## config.mk

```make
export PLATFORM = sky130hd
export DESIGN_NAME = tfc_crossing_ctrl
export DESIGN_NICKNAME = d
export VERILOG_FILES = /design/src/rtl/tfc_pkg.sv /design/src/rtl/tfc_interval_timer.sv /design/src/rtl/tfc_phase_fsm.sv /design/src/rtl/tfc_lamp_decode.sv /design/src/rtl/tfc_crossing_ctrl.sv
export SDC_FILE = /design/constraint.sdc
export NUM_CORES = 1
export LEC_CHECK = 0
export BUFFER_PORTS_ARGS = -buffer_cell sky130_fd_sc_hd__buf_4
export CAP_MARGIN = 5
export CORE_AREA = 3 3 40 42
export CTS_CLUSTER_SIZE = 10
export DETAILED_ROUTE_END_ITERATION = 16
export DIE_AREA = 0 0 43 45
export HOLD_SLACK_MARGIN = 0.05
export PLACE_DENSITY = 0.53
export SLEW_MARGIN = 10
export SYNTH_ARGS = -nofsm -noshare
export SYNTH_HDL_FRONTEND = slang
export SYNTH_SLANG_ARGS = --single-unit
```

## constraint.sdc

```tcl
create_clock -name clk_i -period 3.1 [get_ports clk_i]
set_clock_uncertainty 0.1 [all_clocks]
set_input_delay 0.62 -clock clk_i [delete_from_list [all_inputs] [get_ports clk_i]]
set_output_delay 0.62 -clock clk_i [all_outputs]
set_load 0.01 [all_outputs]
```

## src/rtl/tfc_pkg.sv

```systemverilog
package tfc_pkg;
  typedef enum logic [1:0] {
    PH_HWY_GO    = 2'd0,
    PH_HWY_WARN  = 2'd1,
    PH_FARM_GO   = 2'd2,
    PH_FARM_WARN = 2'd3
  } phase_e;

  localparam int LAMP_W   = 3;
  localparam int LAMP_GRN = 0;
  localparam int LAMP_YEL = 1;
  localparam int LAMP_RED = 2;

  localparam logic [LAMP_W-1:0] LAMP_G = 3'b001;
  localparam logic [LAMP_W-1:0] LAMP_Y = 3'b010;
  localparam logic [LAMP_W-1:0] LAMP_R = 3'b100;
endpackage

```

## src/rtl/tfc_interval_timer.sv

```systemverilog
module tfc_interval_timer #(
  parameter int SHORT_CYC = 3,
  parameter int LONG_CYC  = 8
) (
  input  logic clk_i,
  input  logic rst_ni,
  input  logic start_i,
  output logic short_done_o,
  output logic long_done_o
);
  localparam int CNT_W = $clog2(LONG_CYC + 1);
  localparam logic [CNT_W-1:0] SHORT_LIM = CNT_W'(SHORT_CYC);
  localparam logic [CNT_W-1:0] LONG_LIM  = CNT_W'(LONG_CYC);

  logic [CNT_W-1:0] cnt_q;

  // saturates at the long limit so the flags hold until the next restart
  always_ff @(posedge clk_i or negedge rst_ni) begin
    if (!rst_ni)               cnt_q <= '0;
    else if (start_i)          cnt_q <= '0;
    else if (cnt_q != LONG_LIM) cnt_q <= cnt_q + 1'b1;
  end

  assign short_done_o = (cnt_q >= SHORT_LIM);
  assign long_done_o  = (cnt_q >= LONG_LIM);

  assert_long_implies_short_R6: assert property (@(posedge clk_i) disable iff (!rst_ni)
    long_done_o |-> short_done_o);
  assert_restart_clears_R10: assert property (@(posedge clk_i) disable iff (!rst_ni)
    start_i |=> !long_done_o);
endmodule

```

## src/rtl/tfc_phase_fsm.sv

```systemverilog
module tfc_phase_fsm
  import tfc_pkg::*;
(
  input  logic   clk_i,
  input  logic   rst_ni,
  input  logic   car_i,
  input  logic   short_done_i,
  input  logic   long_done_i,
  output phase_e phase_o,
  output logic   start_o
);
  phase_e phase_q, phase_d;

  always_comb begin
    phase_d = phase_q;
    unique case (phase_q)
      PH_HWY_GO:    if (car_i && long_done_i)  phase_d = PH_HWY_WARN;
      PH_HWY_WARN:  if (short_done_i)          phase_d = PH_FARM_GO;
      PH_FARM_GO:   if (!car_i || long_done_i) phase_d = PH_FARM_WARN;
      PH_FARM_WARN: if (short_done_i)          phase_d = PH_HWY_GO;
      default:                                 phase_d = PH_HWY_GO;
    endcase
  end

  always_ff @(posedge clk_i or negedge rst_ni) begin
    if (!rst_ni) phase_q <= PH_HWY_GO;
    else         phase_q <= phase_d;
  end

  assign phase_o = phase_q;
  assign start_o = (phase_d != phase_q);

  assert_strobe_moves_R8: assert property (@(posedge clk_i) disable iff (!rst_ni)
    start_o |=> phase_q != $past(phase_q));
  assert_no_strobe_holds_R8: assert property (@(posedge clk_i) disable iff (!rst_ni)
    !start_o |=> $stable(phase_q));
  assert_hold_no_car_R2: assert property (@(posedge clk_i) disable iff (!rst_ni)
    (phase_q == PH_HWY_GO && !car_i) |=> phase_q == PH_HWY_GO);
  assert_min_green_R3: assert property (@(posedge clk_i) disable iff (!rst_ni)
    (phase_q == PH_HWY_GO && !long_done_i) |=> phase_q == PH_HWY_GO);
endmodule

```

## src/rtl/tfc_lamp_decode.sv

```systemverilog
module tfc_lamp_decode
  import tfc_pkg::*;
(
  input  phase_e             phase_i,
  output logic [LAMP_W-1:0]  hwy_o,
  output logic [LAMP_W-1:0]  farm_o
);
  always_comb begin
    unique case (phase_i)
      PH_HWY_GO:    begin hwy_o = LAMP_G; farm_o = LAMP_R; end
      PH_HWY_WARN:  begin hwy_o = LAMP_Y; farm_o = LAMP_R; end
      PH_FARM_GO:   begin hwy_o = LAMP_R; farm_o = LAMP_G; end
      PH_FARM_WARN: begin hwy_o = LAMP_R; farm_o = LAMP_Y; end
      default:      begin hwy_o = LAMP_R; farm_o = LAMP_R; end
    endcase
  end

  always_comb begin
    assert_hwy_onehot_R9:  assert ($onehot(hwy_o));
    assert_farm_onehot_R9: assert ($onehot(farm_o));
  end
endmodule

```

## src/rtl/tfc_crossing_ctrl.sv

```systemverilog
module tfc_crossing_ctrl
  import tfc_pkg::*;
#(
  parameter int SHORT_CYC = 3,
  parameter int LONG_CYC  = 8
) (
  input  logic              clk_i,
  input  logic              rst_ni,
  input  logic              car_i,
  output logic [LAMP_W-1:0] hwy_lamp_o,
  output logic [LAMP_W-1:0] farm_lamp_o,
  output logic              tmr_start_o
);
  logic   short_done, long_done, start;
  phase_e phase;

  tfc_interval_timer #(.SHORT_CYC(SHORT_CYC), .LONG_CYC(LONG_CYC)) u_timer (
    .clk_i(clk_i), .rst_ni(rst_ni), .start_i(start),
    .short_done_o(short_done), .long_done_o(long_done)
  );

  tfc_phase_fsm u_fsm (
    .clk_i(clk_i), .rst_ni(rst_ni), .car_i(car_i),
    .short_done_i(short_done), .long_done_i(long_done),
    .phase_o(phase), .start_o(start)
  );

  tfc_lamp_decode u_dec (
    .phase_i(phase), .hwy_o(hwy_lamp_o), .farm_o(farm_lamp_o)
  );

  assign tmr_start_o = start;

  assert_one_road_red_R9: assert property (@(posedge clk_i) disable iff (!rst_ni)
    hwy_lamp_o[LAMP_RED] || farm_lamp_o[LAMP_RED]);
  assert_reset_green_R1: assert property (@(posedge clk_i)
    !rst_ni |-> (hwy_lamp_o == LAMP_G && farm_lamp_o == LAMP_R));
endmodule

```

==> summary.txt <==
Vias in the first global route: 224
Reg2Reg Setup Slack: 1.80 ns
Initial core utilization: 0.284
Worst reg-to-reg path cell count: 4
Core area: 1280 sq um
Worst path max stage delay: 0.42 ns
Met1 Use GR: 0.0844
Fraction of layout cells with a size suffix above 1: 0.326
# IOs: 10
Total GRT Usage: 0.0715
Arrival @ worst endpoint: 1.39 ns
Unrepaired setup endpoints after global routing: false
Seq/Total Area, Yosys: 0.411
Antenna-violating nets left: 0
Num CTS Buffers: 3
Residual DRC count: 0
Fin util: 0.362
Worst-Margin Slew: 0.287 ns
Max Fclk: 474 MHz
Hold buffers post-CTS: 0
Vias: 261
GP Congestion: 0.666
Post-synth cell types: 20
First-pass GRT wire length: 966 um
Grt ovf: 0
CP Max Fanout: 5
Leakage: 0.224 nW
Placed Area: 443 sq um
Clk root buf: clkbuf_4
Clk slew on worst S/H paths: 0.05 ns
# Max-Cap Violations: 0
Syn Inst Count: 36
Setup TNS: 0 ns
WL/cell: 9.67 um
Routed wire length: 590 um
Total setup buffers inserted after CTS: 0
Tmin final: 2.11 ns
Filler cells: 133
GR Util met2: 0.0988
Largest net degree at the start of global routing: 9
Slew Viols, Final: 0
Crit path kind: flop to primary output
Setup Viol. Count Final: 0
Design Power: 0.541 mW
Final hold vios: 0
Reg-to-reg startpoint: u_timer.cnt_q[0]
Yosys top cell by area: dfrtp_1
Critical path endpoint category: primary output
Diodes inserted: 0
CTS tree: done
Synth top area share: 0.411
Worst Path Required: 2.38 ns
Crit share post-route: 0.681
GR peak layer: met2
IO buf count: 9
Pwr dens: 1160 nW/um^2
H-tree levels: 1
Die W: 43 um
Outcome: finished, final reports clean
Synth area leaders: dfrtp_1 (41%), ha_1 (6.8%), mux2i_4 (6.2%)
Post-CTS resize count: 0
Yosys reg bits: 6
Clock Sinks: 6
Worst vdd ir: 0.468 mV
Via density: 4.28
Mapped Area: 365 sq um
Die Height: 45 um
First drt pass iteration count: 1
Clock latency on the worst-skew pair: 0.24 ns
GRT met3 Usage: 0.0598
Synth Net Count: 41
DP HPWL: 470 um
Ys Warns: 0
Initial antenna violation count: 0
Syn avg cell area: 10.1 sq um
Nets@finish: 53
Worst-path cell chain: ha_1 -> nor3_4 -> mux2i_4 -> buf_4
Design area: 465 sq um
Crit start category: flop
Tightest Hold Check Type: primary input to async pin
Clock Tree Buf Depth: 2
Die area: 1940 sq um
Initial DRC Count: 0
Area Overhead vs Synth: 27.4%
R2R Path End: u_fsm.phase_o[1]
Slowest-stage cell, CP: dfrtp_1
Row count: 13
Slew HR: 0.809
-- cell usage after synthesis --
library cell / instances
xnor2_1: 2
nor2b_1: 1
and2_1: 1
a21oi_1: 1
mux2i_1: 1
o21ai_0: 1
nand2b_1: 2
xor2_1: 1
mux2i_4: 1
nor3_4: 1
inv_1: 3
ha_1: 2
clkbuf_2: 1
nor2_1: 5
nand3b_1: 2
clkbuf_1: 1
mux2i_2: 1
nand3_1: 1
nand2_1: 2
dfrtp_1: 6
-- how the worst max path moves through the flow --
stage                                start  slack, ns           to  cells after the start
after detailed placement             car_i       1.10  tmr_start_o                      4
after CTS                 u_timer.cnt_q[0]       0.96  tmr_start_o                      4
after global placement               car_i       1.09  tmr_start_o                      4
after floorplan                      car_i       1.39  tmr_start_o                      2
after global routing      u_timer.cnt_q[0]       0.90  tmr_start_o                      4
final                     u_timer.cnt_q[0]       0.99  tmr_start_o                      4
-- critical path, delay by kind of cell (launching register included) --
kind	cells	cell delay, ns
DFF	1	0.42
adders and majority gates	1	0.26
and+or+nand+nor	1	0.19
buffers and inverters	1	0.16
muxes	1	0.13
-- stage by stage --
step / hold slack, ns / worst slack [ns] / instances
CTS: 0.0730 / 0.965 / 61
global route: 0.0699 / 0.901 / 61
finish: 0.0776 / 0.988 / 61
floorplan: 0.224 / 1.39 / 36
global placement: 0.332 / 1.09 / 58
detailed placement: 0.334 / 1.10 / 58
-- cells in the final DEF, fill, tap and decap left out, types with 2 or more instances in the layout --
master    instances
nand2b_1          2
nand2_1           2
nand3b_1          2
dfrtp_1           6
buf_4             9
xnor2_1           2
inv_1             3
nor2_1            5
clkbuf_4          3
ha_1              2
-- layer usage --
layer	routed length [um]	part of all wire	vias to the layer above
li1	-	-	139
met1	260	0.44	113
met2	274	0.46	9
met3	55	0.093	0
met4	0	0	0
met5	0	0	-
-- final cells by class --
cell class / count / area, sq um / area share
tap: 15 / 18.8 / 0.0403
multi-input combinational: 25 / 195 / 0.419
inverter: 3 / 11.3 / 0.0242
timing repair buffer: 9 / 67.6 / 0.145
clock buffer: 3 / 22.5 / 0.0484
sequential: 6 / 150 / 0.323
-- cell families (layout without fill, tap and decap cells) --
| logic type | after synthesis | in the layout | share of synthesized area |
|---|---|---|---|
| flops | 6 | 6 | 0.411 |
| buf+inv | 5 | 15 | 0.0548 |
| fa+ha+maj | 2 | 2 | 0.0685 |
| compound gates | 2 | 2 | 0.0274 |
| mux | 3 | 3 | 0.127 |
| xor+xnor | 3 | 3 | 0.0719 |
| simple gates | 15 | 15 | 0.240 |
-- registers in the layout, summed over array words and instances (netlist names) --
name / cells
u_timer.cnt_q: 4
u_fsm.phase_o: 2
-- report_power, final --
part	switching (mW)	internal, mW
clock	0.0267	0.0437
sequential	0.0622	0.116
combinational	0.131	0.162
total	0.220	0.322
No activity file was read; power rests on OpenSTA's default activity.
